[src/rtl/wbr_pkg.sv]
`timescale 1ns/1ps
package wbr_pkg;
    typedef enum logic [2:0] {
        ST_IDLE,
        ST_DRAIN,
        ST_RD_REQ,
        ST_RD_WAIT,
        ST_RD_DONE
    } brg_state_t;

    localparam logic [2:0] SEL_SIZE   = 3'd0;
    localparam logic [2:0] SEL_UPBASE = 3'd1;
    localparam logic [2:0] SEL_DNBASE = 3'd2;
    localparam logic [2:0] SEL_MODE   = 3'd3;
    localparam logic [2:0] SEL_LAT    = 3'd4;
endpackage

[src/rtl/wbr_cfg.sv]
`timescale 1ns/1ps
module wbr_cfg #(
    parameter int AW       = 32,
    parameter int LW       = 8,
    parameter int RST_SIZE = 20
) (
    input  logic          clk,
    input  logic          rst_n,
    input  logic          cfg_we,
    input  logic [2:0]    cfg_sel,
    input  logic [AW-1:0] cfg_wdata,
    output logic [AW-1:0] win_mask,
    output logic [AW-1:0] up_base_eff,
    output logic [AW-1:0] dn_base_eff,
    output logic          nt_mode,
    output logic [LW-1:0] lat_limit
);
    import wbr_pkg::*;
    localparam int SZW = $clog2(AW + 1);

    logic [SZW-1:0] size_q;
    logic [AW-1:0]  up_q, dn_q;
    logic           nt_q;
    logic [LW-1:0]  lat_q;

    always_ff @(posedge clk) begin
        if (!rst_n) begin
            size_q <= SZW'(RST_SIZE);
            up_q   <= '0;
            dn_q   <= '0;
            nt_q   <= 1'b0;
            lat_q  <= '0;
        end else if (cfg_we) begin
            unique case (cfg_sel)
                SEL_SIZE:   size_q <= (cfg_wdata > AW'(AW)) ? SZW'(AW) : cfg_wdata[SZW-1:0];
                SEL_UPBASE: up_q   <= cfg_wdata;
                SEL_DNBASE: dn_q   <= cfg_wdata;
                SEL_MODE:   nt_q   <= cfg_wdata[0];
                SEL_LAT:    lat_q  <= cfg_wdata[LW-1:0];
                default:    ;
            endcase
        end
    end

    // a shift by AW leaves zero, so the mask then covers every bit
    assign win_mask    = ~({AW{1'b1}} << size_q);
    assign up_base_eff = up_q & ~win_mask;
    assign dn_base_eff = dn_q & ~win_mask;
    assign nt_mode     = nt_q;
    assign lat_limit   = lat_q;
endmodule

[src/rtl/wbr_xlate.sv]
`timescale 1ns/1ps
module wbr_xlate #(
    parameter int AW = 32
) (
    input  logic [AW-1:0] addr,
    input  logic [AW-1:0] win_mask,
    input  logic [AW-1:0] up_base,
    input  logic [AW-1:0] dn_base,
    input  logic          nt_mode,
    output logic          hit,
    output logic [AW-1:0] xaddr
);
    always_comb begin
        hit   = ((addr & ~win_mask) == up_base);
        xaddr = nt_mode ? (dn_base | (addr & win_mask)) : addr;
    end
endmodule

[src/rtl/wbr_postbuf.sv]
`timescale 1ns/1ps
module wbr_postbuf #(
    parameter int W     = 64,
    parameter int DEPTH = 8
) (
    input  logic         clk,
    input  logic         rst_n,
    input  logic         push,
    input  logic [W-1:0] pdata,
    input  logic         pop,
    output logic [W-1:0] qdata,
    output logic         empty,
    output logic         full,
    output logic [$clog2(DEPTH):0] count
);
    localparam int PW = (DEPTH > 1) ? $clog2(DEPTH) : 1;
    localparam int CW = $clog2(DEPTH) + 1;

    logic [W-1:0]  mem [DEPTH];
    logic [PW-1:0] wp, rp;
    logic [CW-1:0] cnt;

    function automatic logic [PW-1:0] bump(input logic [PW-1:0] p);
        return (p == PW'(DEPTH - 1)) ? '0 : p + 1'b1;
    endfunction

    always_ff @(posedge clk) begin
        if (!rst_n) begin
            wp  <= '0;
            rp  <= '0;
            cnt <= '0;
        end else begin
            if (push) wp <= bump(wp);
            if (pop)  rp <= bump(rp);
            cnt <= cnt + CW'(push) - CW'(pop);
        end
    end

    always_ff @(posedge clk) begin
        if (push) mem[wp] <= pdata;
    end

    assign qdata = mem[rp];
    assign empty = (cnt == '0);
    assign full  = (cnt == CW'(DEPTH));
    assign count = cnt;
endmodule

[src/rtl/window_bridge.sv]
`timescale 1ns/1ps
module window_bridge #(
    parameter int AW       = 32,
    parameter int DW       = 32,
    parameter int DEPTH    = 8,
    parameter int LW       = 8,
    parameter int RST_SIZE = 20
) (
    input  logic          clk,
    input  logic          rst_n,
    input  logic          cfg_we,
    input  logic [2:0]    cfg_sel,
    input  logic [AW-1:0] cfg_wdata,
    input  logic          us_valid,
    input  logic          us_write,
    input  logic [AW-1:0] us_addr,
    input  logic [DW-1:0] us_wdata,
    output logic          us_claim,
    output logic          us_ready,
    output logic [DW-1:0] us_rdata,
    output logic          ds_valid,
    output logic          ds_write,
    output logic [AW-1:0] ds_addr,
    output logic [DW-1:0] ds_wdata,
    input  logic          ds_ready,
    input  logic          ds_rvalid,
    input  logic [DW-1:0] ds_rdata
);
    import wbr_pkg::*;
    localparam int EW = AW + DW;
    localparam int CW = $clog2(DEPTH) + 1;

    brg_state_t state, nxt;

    logic [AW-1:0] win_mask, up_base_eff, dn_base_eff, xaddr;
    logic          nt_mode, hit;
    logic [LW-1:0] cfg_lat, bcnt;
    logic          lat_stop, wr_go, buf_pop;
    logic          buf_empty, buf_full;
    logic [CW-1:0] buf_count;
    logic [EW-1:0] buf_q;
    logic [DW-1:0] rdata_q;

    wbr_cfg #(.AW(AW), .LW(LW), .RST_SIZE(RST_SIZE)) u_cfg (
        .clk(clk), .rst_n(rst_n), .cfg_we(cfg_we), .cfg_sel(cfg_sel),
        .cfg_wdata(cfg_wdata), .win_mask(win_mask), .up_base_eff(up_base_eff),
        .dn_base_eff(dn_base_eff), .nt_mode(nt_mode), .lat_limit(cfg_lat)
    );

    wbr_xlate #(.AW(AW)) u_xlate (
        .addr(us_addr), .win_mask(win_mask), .up_base(up_base_eff),
        .dn_base(dn_base_eff), .nt_mode(nt_mode), .hit(hit), .xaddr(xaddr)
    );

    wbr_postbuf #(.W(EW), .DEPTH(DEPTH)) u_buf (
        .clk(clk), .rst_n(rst_n), .push(wr_go), .pdata({xaddr, us_wdata}),
        .pop(buf_pop), .qdata(buf_q), .empty(buf_empty), .full(buf_full),
        .count(buf_count)
    );

    // state register
    always_ff @(posedge clk) begin
        if (!rst_n) state <= ST_IDLE;
        else        state <= nxt;
    end

    // transitions
    always_comb begin
        nxt = state;
        unique case (state)
            ST_IDLE:    if (us_valid && !us_write && hit) nxt = ST_DRAIN;
            ST_DRAIN:   if (buf_empty) nxt = ST_RD_REQ;
            ST_RD_REQ:  if (ds_ready)  nxt = ST_RD_WAIT;
            ST_RD_WAIT: if (ds_rvalid) nxt = ST_RD_DONE;
            ST_RD_DONE: nxt = ST_IDLE;
            default:    nxt = ST_IDLE;
        endcase
    end

    // outputs
    always_comb begin
        lat_stop = (cfg_lat != '0) && (bcnt == cfg_lat);
        wr_go    = (state == ST_IDLE) && us_valid && us_write && hit
                   && !buf_full && !lat_stop;
        us_claim = us_valid && hit;
        us_ready = wr_go || (state == ST_RD_DONE);
        us_rdata = rdata_q;
        ds_valid = (state == ST_RD_REQ) || !buf_empty;
        ds_write = (state != ST_RD_REQ);
        ds_addr  = (state == ST_RD_REQ) ? xaddr : buf_q[EW-1:DW];
        ds_wdata = buf_q[DW-1:0];
        buf_pop  = !buf_empty && ds_ready;
    end

    // burst beat counter and read data holding register
    always_ff @(posedge clk) begin
        if (!rst_n) begin
            bcnt    <= '0;
            rdata_q <= '0;
        end else begin
            bcnt <= wr_go ? bcnt + 1'b1 : '0;
            if (state == ST_RD_WAIT && ds_rvalid) rdata_q <= ds_rdata;
        end
    end
endmodule

[config.mk]
export PLATFORM = sky130hd
export DESIGN_NAME = window_bridge
export DESIGN_NICKNAME = d
export VERILOG_FILES = /design/src/rtl/wbr_pkg.sv /design/src/rtl/wbr_cfg.sv /design/src/rtl/wbr_xlate.sv /design/src/rtl/wbr_postbuf.sv /design/src/rtl/window_bridge.sv
export SDC_FILE = /design/constraint.sdc
export NUM_CORES = 1
export LEC_CHECK = 0
export ABC_AREA = 0
export BUFFER_PORTS_ARGS = -buffer_cell sky130_fd_sc_hd__buf_2
export CORE_MARGIN = 1.5
export CORE_UTILIZATION = 47
export DETAILED_ROUTE_END_ITERATION = 6
export PLACE_DENSITY = 0.69
export SLEW_MARGIN = 20
export SYNTH_ARGS = -nofsm -noshare
export SYNTH_HDL_FRONTEND = slang
export SYNTH_SLANG_ARGS = --single-unit
[constraint.sdc]
create_clock -name clk -period 18.8 [get_ports clk]
set_input_delay 0.94 -clock clk [delete_from_list [all_inputs] [get_ports clk]]
set_output_delay 0.94 -clock clk [all_outputs]
set_load 0.02 [all_outputs]
# After elaboration in Yosys (flattened, before gate mapping)
# Memory sizes are Yosys's and may differ from the RTL's. A register that Yosys moved wholly into a read port is not among the register bits.
# Index checks and enable logic that the tools add are counted.
word_totals:
  ram_bits: 512
  in_bits: 138
  n_memories: 1
  wordCells: 86
  out_inout_bits: 100
  regBits: 132
memory_table:
  columns: ["memory", "words", "word_bits", "rd", "rd_clocked_by_memory_dff", "wr", "line", "source"]
  rows:
  - ["u_buf.mem", 8, 64, 1, 1, 1, "wbr_postbuf.sv:19", "logic [W-1:0] mem [DEPTH];"]
op_classes:
  n_eq_ne: 18
  muxes: 14
  n_lt_le_gt_ge: 1
  bitwise_logic: 7
  reduce_logical: 28
  n_shift: 1
  n_addsub: 5
op_table:
  columns: ["operator", "count"]
  rows:
  - ["AND 32 bit", 4]
  - ["2-to-1 mux 32 bit", 2]
  - ["NOT 32 bit", 2]
  - ["equality test 32 bit", 1]
  - ["greater-than comparator 32 x 6 -> 1 bit (second input constant)", 1]
  - ["OR 32 bit", 1]
  - ["left shift 32 x 6 -> 32 bit (first input constant)", 1]
  - ["2-to-1 mux 3 bit", 8]
  - ["equality test 3 x 2 -> 1 bit (second input constant)", 4]
  - ["equality test 3 bit (second input constant)", 4]
  - ["case mux 3 bit (4 select lines)", 1]
  - ["AND reduction 2 bit", 6]
  - ["logical AND 1 bit", 11]
  - ["adder 8 x 1 -> 8 bit (second input constant)", 1]
  - ["equality test 8 bit", 1]
  - ["inequality test 2 bit (second input constant)", 4]
  - ["nonzero test 8 bit", 1]
  - ["adder 3 x 1 -> 3 bit (second input constant)", 2]
  - ["equality test 3 x 1 -> 1 bit (second input constant)", 2]
  - ["zero test 3 bit", 2]
  - ["2-to-1 mux 6 bit", 1]
  - ["adder 4 x 1 -> 4 bit", 1]
  - ["equality test 4 bit (second input constant)", 1]
  - ["zero test 1 bit", 4]
  - ["6 further kinds", 8]

# Depth between registers and ports, before layout
# Gate-level depths: netlist (run 1).
depth:
  ltp_word: 10
  mapped_depth: 16
  ltp_nobuf: 13

# By module
# Synthesis (run 1) repeated with hierarchy kept, for this count alone.
unflattened:
  hier_cells: 1703
  hier_area_um2: 27191.1
modules_own_cells:
  columns: ["mod", "seq_area_each_um2", "area_per_inst_um2", "cells_each", "instances"]
  rows:
  - ["wbr_postbuf", 15635.0, 19882.8, 811, 1]
  - ["wbr_cfg", 1581.5, 3885.0, 497, 1]
  - ["window_bridge", 860.8, 2339.7, 250, 1]
  - ["wbr_xlate", 0.0, 1083.5, 145, 1]

# Worst setup path after synthesis (run 1)
# OpenSTA, ideal clock, no wires.
synth_path:
  path_kind: "input -> register"
  from: "in us_addr[19]"
  to: "mem u_buf.mem[1][0], enable pin"
  path_stages: 8
  required_ps: 18156
  arrival_time_ps: 8654
  setup_ps: 644
  path_buffers: 1
  slack_ps: 9502
  path_cell_list: "xor2_1 a32o_1 a2111oi_2 nand4_1 nor4_4 nand4_2 buf_6 nor4_1"
synth_via:
  elab_chain_cells: 7
synth_lines:
  columns: ["element", "line", "source"]
  rows:
  - ["start, declared", "window_bridge.sv:16", "input logic [AW-1:0] us_addr,"]
  - ["AND 32 bit", "wbr_xlate.sv:14", "hit = ((addr & ~win_mask) == up_base);"]
  - ["equality test 32 bit", "wbr_xlate.sv:14", null]
  - ["logical AND 1 bit", "window_bridge.sv:83", "wr_go = (state == ST_IDLE) && us_valid && us_write && hit"]
  - ["logical AND 1 bit (2 in series)", "window_bridge.sv:84", "&& !buf_full && !lat_stop;"]
  - ["2-to-1 mux 1 bit", "wbr_postbuf.sv:40", "if (push) mem[wp] <= pdata;"]
  - ["2-to-1 mux 1 bit (implied by the code)", "wbr_postbuf.sv:40", null]
  - ["end, declared", "wbr_postbuf.sv:19", null]
# Every way passes these cells.

# Final worst setup path (run 1)
layout_path:
  from: "reg u_cfg.size_q[2]"
  to: "out us_ready"
layout_via:
  elab_chain_cells: 9
layout_lines:
  columns: ["element", "line", "source"]
  rows:
  - ["start, declared", "wbr_cfg.sv:21", "logic [SZW-1:0] size_q;"]
  - ["start signal, assigned", "wbr_cfg.sv:28", "size_q <= SZW'(RST_SIZE);"]
  - ["start signal, assigned", "wbr_cfg.sv:35", "SEL_SIZE: size_q <= (cfg_wdata > AW'(AW)) ? SZW'(AW) : cfg_wdata[SZW-1:0];"]
  - ["left shift 32 x 6 -> 32 bit (*)", "wbr_cfg.sv:46", "assign win_mask = ~({AW{1'b1}} << size_q);"]
  - ["NOT 32 bit (*)", "wbr_cfg.sv:46", null]
  - ["NOT 32 bit (*)", "wbr_cfg.sv:47, wbr_xlate.sv:14", null]
  - ["AND 32 bit (on tied branches)", "wbr_xlate.sv:14, wbr_cfg.sv:47", null]
  - ["equality test 32 bit (*)", "wbr_xlate.sv:14", null]
  - ["logical AND 1 bit (*)", "window_bridge.sv:83", null]
  - ["logical AND 1 bit (*) (2 in series)", "window_bridge.sv:84", null]
  - ["logical OR 1 bit (*)", "window_bridge.sv:86", "us_ready = wr_go || (state == ST_RD_DONE);"]
  - ["end, declared", "window_bridge.sv:19", "output logic us_ready,"]
# Mark *: on every way between the ends. The rest lies on a longest branch, timed or not.

==> results.py, run 1 <==
metrics = {
    "status": {
        "status": "finished clean",
    },
    "routing": {
        "first_pass_iters": 5,
        "viasPerCell": 5.626,
        "wl_um": 57970,
        "drt_iter0_drc": 1115,
        "detail-route-antenna-nets": 0,
        "num_vias": 14700,
        "post_drt_wl_per_cell_um": 22.20,
        "remaining_drc_errors": 0,
    },
    "power": {
        "netSwitchingFraction": 0.2424,
        "cellLeakagePower_nw": 9.751,
        "intPower_mw": 2.507,
        "p_switching_mw": 0.8020,
        "combinationalPowerShare": 0.137,
        "powerDensity_mw_per_mm2": 110.7,
        "p_clk_frac": 0.383,
        "worst_ir_drop_vdd_mv": 0.07381,
        "seq_power_share": 0.479,
    },
    "clocking": {
        "htree_levels": 3,
        "hold_buffers": 0,
        "cts_tree": "done",
        "cts_resized": 0,
        "root_buffer": "clkbuf_16",
        "post_cts_buffers": 0,
        "path_clk_slew_ps": 60,
        "clock-sinks": 647,
        "clk_path_buf_depth": 3,
        "clock_latency_ps": 600,
        "numCtsBuffers": 68,
    },
    "synth": {
        "synth_cells": 1635,
        "synthArstFlopShare": 0,
        "syn_nets": 1785,
        "ys_ff_latch": 647,
        "yosysSeqAreaShare": 0.6987,
        "synth_area_sq_mm": 0.02587,
        "synth.distinct_cells": 58,
        "synth_edf_count": 512,
        "yosys_warnings": 0,
        "ys.flop_type": "edfxtp_1",
        "avgSynthCellArea_sq_um": 15.82,
    },
    "timing": {
        "tightest_slew_ps": 1090,
        "slew_headroom": 0.2734,
        "final_hold_viol_count": 0,
        "slew_violations": 0,
        "finalCritPeriodShare": 0.2711,
        "skew_ps": 14.78,
        "finalSetupViolCount": 0,
        "fin_tns_setup_ps": 0,
        "finalCriticalPeriod_ps": 5097,
        "timing.fmax_ghz": 0.1962,
        "whs_ps": 451.2,
        "rsz0062_at_grt": "false",
    },
    "global_routing": {
        "grt_pass1_vias": 15040,
        "grt_start_max_net_pins": 100,
        "grt_use_total": 0.2066,
        "grt_overflow_total": 0,
        "antenna_found_initial": 4,
        "grt_pass1_wl_um": 88080,
    },
    "place": {
        "placed_area_sq_mm": 0.02777,
        "port_buffers": 237,
        "place_congestion": 0.8885,
        "dp_hpwl_um": 35070,
    },
    "floorplan": {
        "dieArea_sq_mm": 0.05646,
        "coreArea_sq_mm": 0.05413,
        "num_io_pins": 238,
        "die_h_um": 237.6,
        "fp-row-count": 85,
        "die_x_um": 237.6,
        "start_util": 0.4779,
    },
    "critical_path": {
        "critPathMaxFanout": 24,
        "end_kind": "output port",
        "critPathKind": "flip-flop to output port",
        "startpoint_type": "flip-flop",
        "r2r_cells": 8,
        "crit_required_ps": 17860,
        "cp.arrival_ps": 4160,
    },
    "hold_path": {
        "worstHoldPathCells": 2,
        "min_path_type": "flip-flop to flip-flop",
    },
    "flow_run": {
        "cap_violations": 0,
    },
    "final_layout": {
        "fin_nets": 2018,
        "final_area_sq_mm": 0.02988,
        "final_cell_mix": "edfxtp_1, nand2_1, buf_2",
        "mostFrequentLayoutCell": "edfxtp_1",
        "layout-drive-gt1-share": 0.2999,
        "synthToLayoutAreaGrowth_pct": 15.51,
    },
}
stage by stage:
step	power (mW)	util	cells	setup WS, ps
2_1_floorplan	1.936	-	1635	9502
3_3_place_gp	2.075	0.5130	2494	14010
3_5_place_dp	2.079	0.5130	2494	13900
4_1_cts	3.348	0.5518	2610	13700
5_1_grt	3.432	0.5520	2610	13450
6_report	3.309	0.5521	2612	13700
worst paths after layout:
path                                      from                         end  slack (ps)
setup / recovery  u_cfg.size_q[2]$_SDFFE_PN1P_                    us_ready       13700
hold / removal       us_rdata[12]$_SDFFE_PN0P_   us_rdata[12]$_SDFFE_PN0P_         450
setup reg to reg  u_cfg.size_q[2]$_SDFFE_PN1P_  u_buf.mem[2][17]$_DFFE_PP_       13890
hold reg to reg      us_rdata[12]$_SDFFE_PN0P_   us_rdata[12]$_SDFFE_PN0P_         450
synth_stat cells, types with 3 or more instances:
cell type / n / area, sq um
a2111oi_0: 3 / 26.28
a211oi_1: 4 / 30.03
a21o_1: 8 / 60.06
a21oi_1: 118 / 590.6
a221o_1: 3 / 30.03
a22oi_1: 6 / 45.04
a31oi_1: 4 / 25.02
and2_1: 3 / 18.77
buf_1: 22 / 82.58
buf_2: 11 / 55.05
clkbuf_1: 59 / 221.5
dfxtp_1: 135 / 2703
edfxtp_1: 512 / 15370
ha_1: 11 / 137.6
inv_1: 14 / 52.55
mux2_2: 62 / 698.2
mux2i_1: 37 / 370.4
mux4_2: 128 / 2883
nand2_1: 284 / 1066
nand3_1: 10 / 50.05
nand4_1: 6 / 37.54
nor2_1: 26 / 97.59
nor3_1: 10 / 50.05
nor3_2: 5 / 50.05
nor4_1: 17 / 106.4
o21ai_0: 47 / 235.2
o22ai_1: 3 / 18.77
or2_2: 5 / 31.28
xnor2_1: 30 / 262.8
xor2_1: 17 / 148.9
power by group through the flow:
stage	clock network, mW	logic, mW	registers, mW
final	1.27	0.455	1.59
after CTS	1.30	0.464	1.59
after global routing	1.35	0.495	1.59
after floorplan	0	0.349	1.59
after global placement	0	0.458	1.62
after detailed placement	0	0.462	1.62
registers in the layout, summed over array words and instances, names as in the netlist, named ones only:
name / count
u_buf.rp: 3
u_buf.count: 4
bcnt: 8
us_rdata: 32
u_buf.wp: 3
u_cfg.nt_mode: 1
u_buf.mem: 512
u_cfg.size_q: 6
u_cfg.lat_limit: 8
u_cfg.up_q: 32
u_cfg.dn_q: 32
state: 3
cells by family (layout without fill, tap and decap cells):
| logic type | after synthesis | after routing | share of synthesized area |
|---|---|---|---|
| AO/OA/AOI/OAI | 205 | 205 | 0.04430 |
| XOR/XNOR | 47 | 47 | 0.01591 |
| adder cells (fa/ha/maj) | 13 | 13 | 0.006480 |
| buffers and inverters | 111 | 390 | 0.01736 |
| flip-flops | 647 | 647 | 0.6987 |
| multiplexers | 227 | 227 | 0.1527 |
| other | 0 | 2 | 0 |
| AND/OR/NAND/NOR | 385 | 385 | 0.06451 |
routing by layer:
| metal | wire length (um) | GRT usage | vias to the layer above | share of wire |
|---|---|---|---|---|
| met3 | 3334 | 0.03739 | 81 | 0.058 |
| met5 | 37 | 0 | - | 0.00064 |
| met1 | 25040 | 0.2836 | 7471 | 0.43 |
| met4 | 1192 | 0.05887 | 6 | 0.021 |
| li1 | - | - | 6699 | - |
| met2 | 28370 | 0.3395 | 438 | 0.49 |
final cells by class:
class,instances,area (sq um)
timing repair buffer,258,1348
inverter,16,61.31
clock buffer,90,1888
clock inverter,26,212.7
antenna,2,5.005
multi-input combinational,877,7411
fill,4206,24250
tap,696,870.8
sequential,647,18090
critical path: stages (launching register included):
cell       delay, ps
dfxtp_1          900
a31oi_1          280
a32o_1           320
a2111oi_2        350
nand4_1          200
nor4_4           410
nand4_2          680
nand2_1          210
buf_2            200
(Power assumes the default switching activity.)
==> run 2: changes to the inputs <==
Settings changed: ABC_AREA 0 to 1, PLACE_DENSITY 0.69 to 0.72.
Clock period 18.8 ns to 4.3 ns, I/O delays scaled along.
==> run 2 against run 1 <==
Compared with the run above: non-clock buffer count up 117; sequential cell count unchanged; die area up 2.0%; synthesized cell count up 48%; core utilization up 2.1 points; first-iteration DRC count up 56%; count of clock-buffer cells in the layout up 3; routed wire length up 20%; largest cell class unchanged; total power rose to 4.9 times the previous value; highest routed layer is now met4; clock skew up 17 ps.
==> results.py, run 2 <==
metrics = {
    "timing": {
        "tightest_slew_ps": 947.7,
        "skew_ps": 31.52,
        "finalSetupViolCount": 0,
        "finalCriticalPeriod_ps": 3614,
        "fin_ws_ps": 685.9,
        "rsz0062_at_grt": "false",
        "slew_violations": 0,
        "finalCritPeriodShare": 0.8405,
        "final_hold_viol_count": 0,
        "timing.fmax_ghz": 0.2767,
        "slew_headroom": 0.3615,
    },
    "floorplan": {
        "coreArea_sq_mm": 0.05531,
        "num_io_pins": 238,
        "fp-row-count": 86,
        "dieArea_sq_mm": 0.05761,
        "start_util": 0.4774,
        "die_x_um": 240.0,
        "die_h_um": 240.0,
    },
    "final_layout": {
        "fin_nets": 2868,
        "layout-drive-gt1-share": 0.1464,
        "synthToLayoutAreaGrowth_pct": 20.10,
        "top_register": "u_buf.mem",
        "final_area_sq_mm": 0.03171,
        "mostFrequentLayoutCell": "edfxtp_1",
        "final_cell_mix": "edfxtp_1, nor2_1, o21ai_0",
        "largest_register_ffs": 512,
    },
    "power": {
        "cellLeakagePower_nw": 11.76,
        "finalPower_mw": 16.22,
        "netSwitchingFraction": 0.3065,
        "combinationalPowerShare": 0.213,
        "p_switching_mw": 4.970,
        "p_clk_frac": 0.359,
        "intPower_mw": 11.25,
        "worst_ir_drop_vdd_mv": 0.3134,
        "seq_power_share": 0.428,
        "powerDensity_mw_per_mm2": 511.4,
    },
    "clocking": {
        "htree_levels": 3,
        "clock-sinks": 647,
        "cts_tree": "done",
        "hold_buffers": 99,
        "numCtsBuffers": 67,
        "cts_resized": 0,
        "clock_latency_ps": 610,
        "path_clk_slew_ps": 60,
        "post_cts_buffers": 0,
        "root_buffer": "clkbuf_16",
        "clk_path_buf_depth": 3,
    },
    "critical_path": {
        "cpMostUsedCell": "nand2_1",
        "cp-startpoint": "u_cfg.nt_mode$_SDFFE_PN0P_",
        "slowest_delay_ps": 670,
        "critPathKind": "flip-flop to output port",
        "crit_family": "compound AO/OA/AOI/OAI gates",
        "crit_required_ps": 4090,
        "critical_path_buf_inv_count": 3,
        "cp_slowest_cell": "a21oi_1",
        "worstPathCellList": "buf_4 -> inv_1 -> nor2_1 -> nand2_1 -> or2_2 -> a21oi_1 -> nand2_1 -> o21ai_0 -> buf_2",
        "startpoint_type": "flip-flop",
        "r2r-start": "u_cfg.size_q[2]$_SDFFE_PN1P_",
        "critPathMaxFanout": 25,
        "cp.arrival_ps": 3400,
        "end_kind": "output port",
    },
    "global_routing": {
        "grt_start_max_net_pins": 134,
        "antenna_found_initial": 1,
        "grt_use_total": 0.2400,
        "grt_overflow_total": 0,
        "grt_pass1_vias": 19070,
        "grt_pass1_wl_um": 106200,
    },
    "hold_path": {
        "hp-start": "ds_ready",
        "min_path_type": "primary input to flip-flop",
    },
    "synth": {
        "synth_edf_count": 512,
        "yosysTopAreaCellShare": 0.5823,
        "ys_ff_latch": 647,
        "yosysMostFrequentCell": "edfxtp_1",
        "synthArstFlopShare": 0,
        "yosysSeqAreaShare": 0.6846,
        "synth.distinct_cells": 40,
        "avgSynthCellArea_sq_um": 10.92,
        "synth_area_leaders": "edfxtp_1, dfxtp_1, o21ai_0, nor2_1, nand2_1",
        "synth_top_area_cell": "edfxtp_1",
        "yosys_warnings": 0,
        "ys.flop_type": "edfxtp_1",
        "syn_nets": 2567,
        "synth_commonest_cells": "edfxtp_1, nor2_1, o21ai_0",
        "synth_cells": 2417,
        "synth_area_sq_mm": 0.02641,
    },
    "place": {
        "placed_area_sq_mm": 0.02850,
        "port_buffers": 237,
        "dp_hpwl_um": 41090,
        "place_congestion": 0.8942,
        "dpl_worst_slack_ps": 889.4,
    },
    "routing": {
        "remaining_drc_errors": 0,
        "detail-route-antenna-nets": 0,
        "post_drt_wl_per_cell_um": 19.76,
        "num_vias": 19550,
        "drt_iter0_drc": 1735,
        "viasPerCell": 5.551,
        "wl_um": 69600,
        "first_pass_iters": 5,
    },
    "status": {
        "status": "finished clean",
    },
    "flow_run": {
        "cap_violations": 0,
    },
}
-- run 2: cell types whose count changed after synthesis, moves of 39 or more --
cell | before | now
o221ai_1 | 0 | 43
nand3_1 | 10 | 49
o22ai_1 | 3 | 57
o21ai_0 | 47 | 413
nor2_1 | 26 | 486
mux2_2 | 62 | 2
inv_1 | 14 | 153
nand2_1 | 284 | 177
clkbuf_1 | 59 | 136
mux4_2 | 128 | 0
-- run 2: kinds of logic (layout without fill, tap and decap cells) --
logic type / Yosys count / after routing / synth area share
AND/OR/NAND/NOR: 753 / 753 / 0.1133
AO/OA/AOI/OAI: 656 / 656 / 0.1362
flip-flops: 647 / 647 / 0.6846
buffers and inverters: 301 / 657 / 0.04303
XOR/XNOR: 31 / 31 / 0.01028
multiplexers: 17 / 17 / 0.006539
adder cells (fa/ha/maj): 12 / 12 / 0.005970
other: 0 / 1 / 0
-- run 2: cell type report --
class | instances | area (sq um)
Clock buffer | 93 | 1858
Antenna cell | 1 | 2.502
Multi-Input combinational cell | 1469 | 7292
Fill cell | 4562 | 23600
Timing Repair Buffer | 375 | 2582
Tap cell | 748 | 935.9
Clock inverter | 31 | 355.3
Inverter | 158 | 600.6
Sequential cell | 647 | 18080
-- run 2: through the flow --
step / hold WS [ps] / std cells / setup TNS, ps / utilization
after floorplan: 313.9 / 2417 / -67000 / -
after global placement: 429.3 / 3298 / 0 / 0.5153
after detailed placement: 433.7 / 3298 / 0 / 0.5153
after CTS: 5.959 / 3521 / 0 / 0.5732
after global routing: 44.87 / 3522 / 0 / 0.5734
final: 47.23 / 3522 / 0 / 0.5734
-- run 2: layer usage --
layer | routed length, um | global-route usage
met1 | 29690 | 0.3294
met2 | 32840 | 0.3884
met3 | 5472 | 0.04742
met4 | 1592 | 0.06804
met5 | 0 | 0
-- run 2: worst min-delay path, stage by stage --
cell     delay [ps]
buf_2           110
nand2_1         100
nand2_1          70
a21oi_1          80
-- run 2: worst paths after layout --
check             slack [ps]  cells past startpoint                        end
setup / recovery         690                      9                 ds_addr[7]
setup reg to reg         860                     17  u_buf.count[3]$_SDFF_PN0_
hold reg to reg          440                      2   us_rdata[2]$_SDFFE_PN0P_
hold / removal            50                      4                  flip-flop
-- run 2: power by group through the flow --
| stage | Sequential, mW | Combinational [mW] | Clock (mW) |
|---|---|---|---|
| 2_1_floorplan | 6.97 | 2.26 | 0 |
| 3_3_place_gp | 7.07 | 3.29 | 0 |
| 3_5_place_dp | 7.08 | 3.37 | 0 |
| 4_1_cts | 6.94 | 3.46 | 5.91 |
| 5_1_grt | 6.96 | 3.78 | 6.16 |
| 6_report | 6.95 | 3.46 | 5.82 |
==> run 3: changes to the inputs <==
Settings changed: PLACE_DENSITY 0.72 to 0.69.
Clock period 4.3 ns to 3.7 ns, I/O delays scaled along.
==> run 3 against run 2 <==
Compared with the run above: die area unchanged; hold slack better by 9.2 ps; total power rose by 14%; clock power up 8.6%; critical path type unchanged; critical endpoint is now ds_addr[3].
==> results.py, run 3 (synthesis results as in run 2) <==
metrics = {
    "power": {
        "seq_power_share": 0.432,
        "cellLeakagePower_nw": 11.72,
        "finalPower_mw": 18.44,
        "p_clk_frac": 0.343,
        "intPower_mw": 12.78,
        "p_switching_mw": 5.661,
        "powerDensity_mw_per_mm2": 582.6,
        "worst_ir_drop_vdd_mv": 0.3950,
        "netSwitchingFraction": 0.3070,
        "combinationalPowerShare": 0.225,
    },
    "critical_path": {
        "startpoint_type": "flip-flop",
        "critPathKind": "flip-flop to output port",
        "end_kind": "output port",
        "r2r-start": "u_cfg.size_q[1]$_SDFFE_PN0P_",
        "crit_required_ps": 3510,
        "critPathMaxFanout": 25,
        "r2r_cells": 19,
        "timing.reg2reg.setup_slack_ps": 480,
        "cp.arrival_ps": 3110,
        "r2r-end": "u_buf.count[3]$_SDFF_PN0_",
    },
    "clocking": {
        "htree_levels": 3,
        "post_cts_buffers": 0,
        "cts_resized": 0,
        "hold_buffers": 102,
        "clock-sinks": 647,
        "numCtsBuffers": 68,
        "clock_latency_ps": 610,
        "path_clk_slew_ps": 50,
        "clk_path_buf_depth": 3,
        "root_buffer": "clkbuf_16",
        "cts_tree": "done",
    },
    "global_routing": {
        "grt_overflow_total": 0,
        "grt_start_max_net_pins": 129,
        "grt_pass1_wl_um": 104500,
        "grt_pass1_vias": 18760,
        "antenna_found_initial": 2,
        "grt_use_total": 0.2368,
    },
    "routing": {
        "viasPerCell": 5.479,
        "detail-route-antenna-nets": 0,
        "first_pass_iters": 5,
        "route.met3.wl_um": 4804,
        "wl_um": 68640,
        "m1WireLength_um": 29890,
        "drt_iter0_drc": 1393,
        "highest_layer": "met5",
        "num_vias": 19290,
        "wl_met2_um": 32110,
        "remaining_drc_errors": 0,
        "post_drt_wl_per_cell_um": 19.50,
    },
    "timing": {
        "final_hold_viol_count": 0,
        "skew_ps": 20.87,
        "finalCritPeriodShare": 0.8911,
        "fin_ws_ps": 402.8,
        "rsz0062_at_grt": "false",
        "tightest_slew_ps": 1152,
        "finalCriticalPeriod_ps": 3297,
        "slew_violations": 0,
        "timing.fmax_ghz": 0.3033,
        "slew_headroom": 0.2242,
        "finalSetupViolCount": 0,
    },
    "floorplan": {
        "num_io_pins": 238,
        "coreArea_sq_mm": 0.05531,
        "dieArea_sq_mm": 0.05761,
        "fp-row-count": 86,
        "die_x_um": 240.0,
        "start_util": 0.4774,
        "die_h_um": 240.0,
    },
    "hold_path": {
        "hp-start": "cfg_we",
        "min_to": "u_cfg.lat_limit[0]$_SDFFE_PN0P_",
        "worstHoldPathCells": 4,
        "min_path_type": "primary input to flip-flop",
    },
    "final_layout": {
        "final_cells": 3520,
        "fin_nets": 2875,
        "mostFrequentLayoutCell": "edfxtp_1",
        "fill_cells": 4595,
        "fin_util": 0.5723,
        "layout-drive-gt1-share": 0.1451,
        "top_register": "u_buf.mem",
        "final_cell_mix": "edfxtp_1, nor2_1, o21ai_0",
        "largest_register_ffs": 512,
        "synthToLayoutAreaGrowth_pct": 19.86,
    },
    "status": {
        "status": "finished clean",
    },
    "place": {
        "dp_hpwl_um": 40460,
        "port_buffers": 237,
        "dpl_worst_slack_ps": 524.8,
        "place_congestion": 0.8972,
        "dp_cells": 3301,
    },
    "flow_run": {
        "cap_violations": 0,
    },
}
==> run 3: changes by cell type in the layout (fill, tap and decap cells not counted) <==
| cell | before | now |
|---|---|---|
| clkbuf_16 | 70 | 69 |
| clkinv_16 | 1 | 0 |
| inv_6 | 2 | 3 |
| clkbuf_1 | 21 | 16 |
| clkinv_2 | 14 | 11 |
| buf_12 | 9 | 14 |
| clkinv_1 | 9 | 13 |
| clkbuf_8 | 2 | 5 |
| clkinv_8 | 2 | 0 |
| dlygate4sd3_1 | 99 | 102 |
| bufinv_16 | 5 | 1 |
| buf_4 | 30 | 28 |
==> run 3: worst max-delay path by stage <==
stage / slack [ps] / to / from / cells after the start
finish: 400 / ds_addr[3] / u_cfg.nt_mode$_SDFFE_PN0P_ / 11
global route: 160 / ds_addr[3] / u_cfg.nt_mode$_SDFFE_PN0P_ / 11
CTS: 380 / ds_addr[3] / u_cfg.nt_mode$_SDFFE_PN0P_ / 11
detailed placement: 520 / u_buf.count[3]$_SDFF_PN0_ / u_cfg.size_q[1]$_SDFFE_PN0P_ / 19
global placement: 570 / u_buf.count[2]$_SDFF_PN0_ / u_cfg.size_q[2]$_SDFFE_PN1P_ / 16
floorplan: -730 / u_buf.mem[0][0]$_DFFE_PP_ / u_cfg.size_q[2]$_SDFFE_PN1P_ / 12
==> run 3: metal layers <==
metal,vias to the layer above,GRT usage
met5,-,0
met4,2,0.07299
met3,142,0.05040
met2,707,0.3786
met1,9290,0.3249
li1,9145,-
==> run 3: cell type report <==
type | instances | area (sq um) | share of cell area
Sequential cell | 647 | 18080 | 0.5714
Multi-Input combinational cell | 1469 | 7292 | 0.2304
Timing Repair Buffer | 381 | 2698 | 0.08523
Clock buffer | 90 | 1856 | 0.05863
Tap cell | 748 | 935.9 | 0.02957
Inverter | 158 | 600.6 | 0.01898
Clock inverter | 26 | 181.4 | 0.005732
Antenna cell | 1 | 2.502 | 0.00007906
==> run 3: critical path, cell delays in order (launching register included) <==
cell and delay, ps:
dfxtp_1 310, buf_4 290, inv_1 160, nor2_1 220, nand2_1 220, nor2_1 270
nor2_1 60, a21oi_1 320, inv_1 290, nor2_1 150, a31oi_1 60, buf_2 170
==> run 3: metrics by stage <==
stage          hold slack, ps  cell area (sq um)  TNS [ps]
6_report                56.46              31650         0
3_3_place_gp            428.9              28580         0
5_1_grt                 83.23              31650         0
4_1_cts                 62.71              31640         0
3_5_place_dp            436.5              28580         0
2_1_floorplan           283.9              26450   -374200
==> run 3: power groups by stage <==
stage	Combinational, mW	Clock, mW	Sequential [mW]
2_1_floorplan	2.62	0	8.10
3_3_place_gp	3.99	0	8.12
3_5_place_dp	4.08	0	8.12
4_1_cts	4.17	6.41	7.97
5_1_grt	4.57	6.70	7.97
6_report	4.15	6.32	7.97
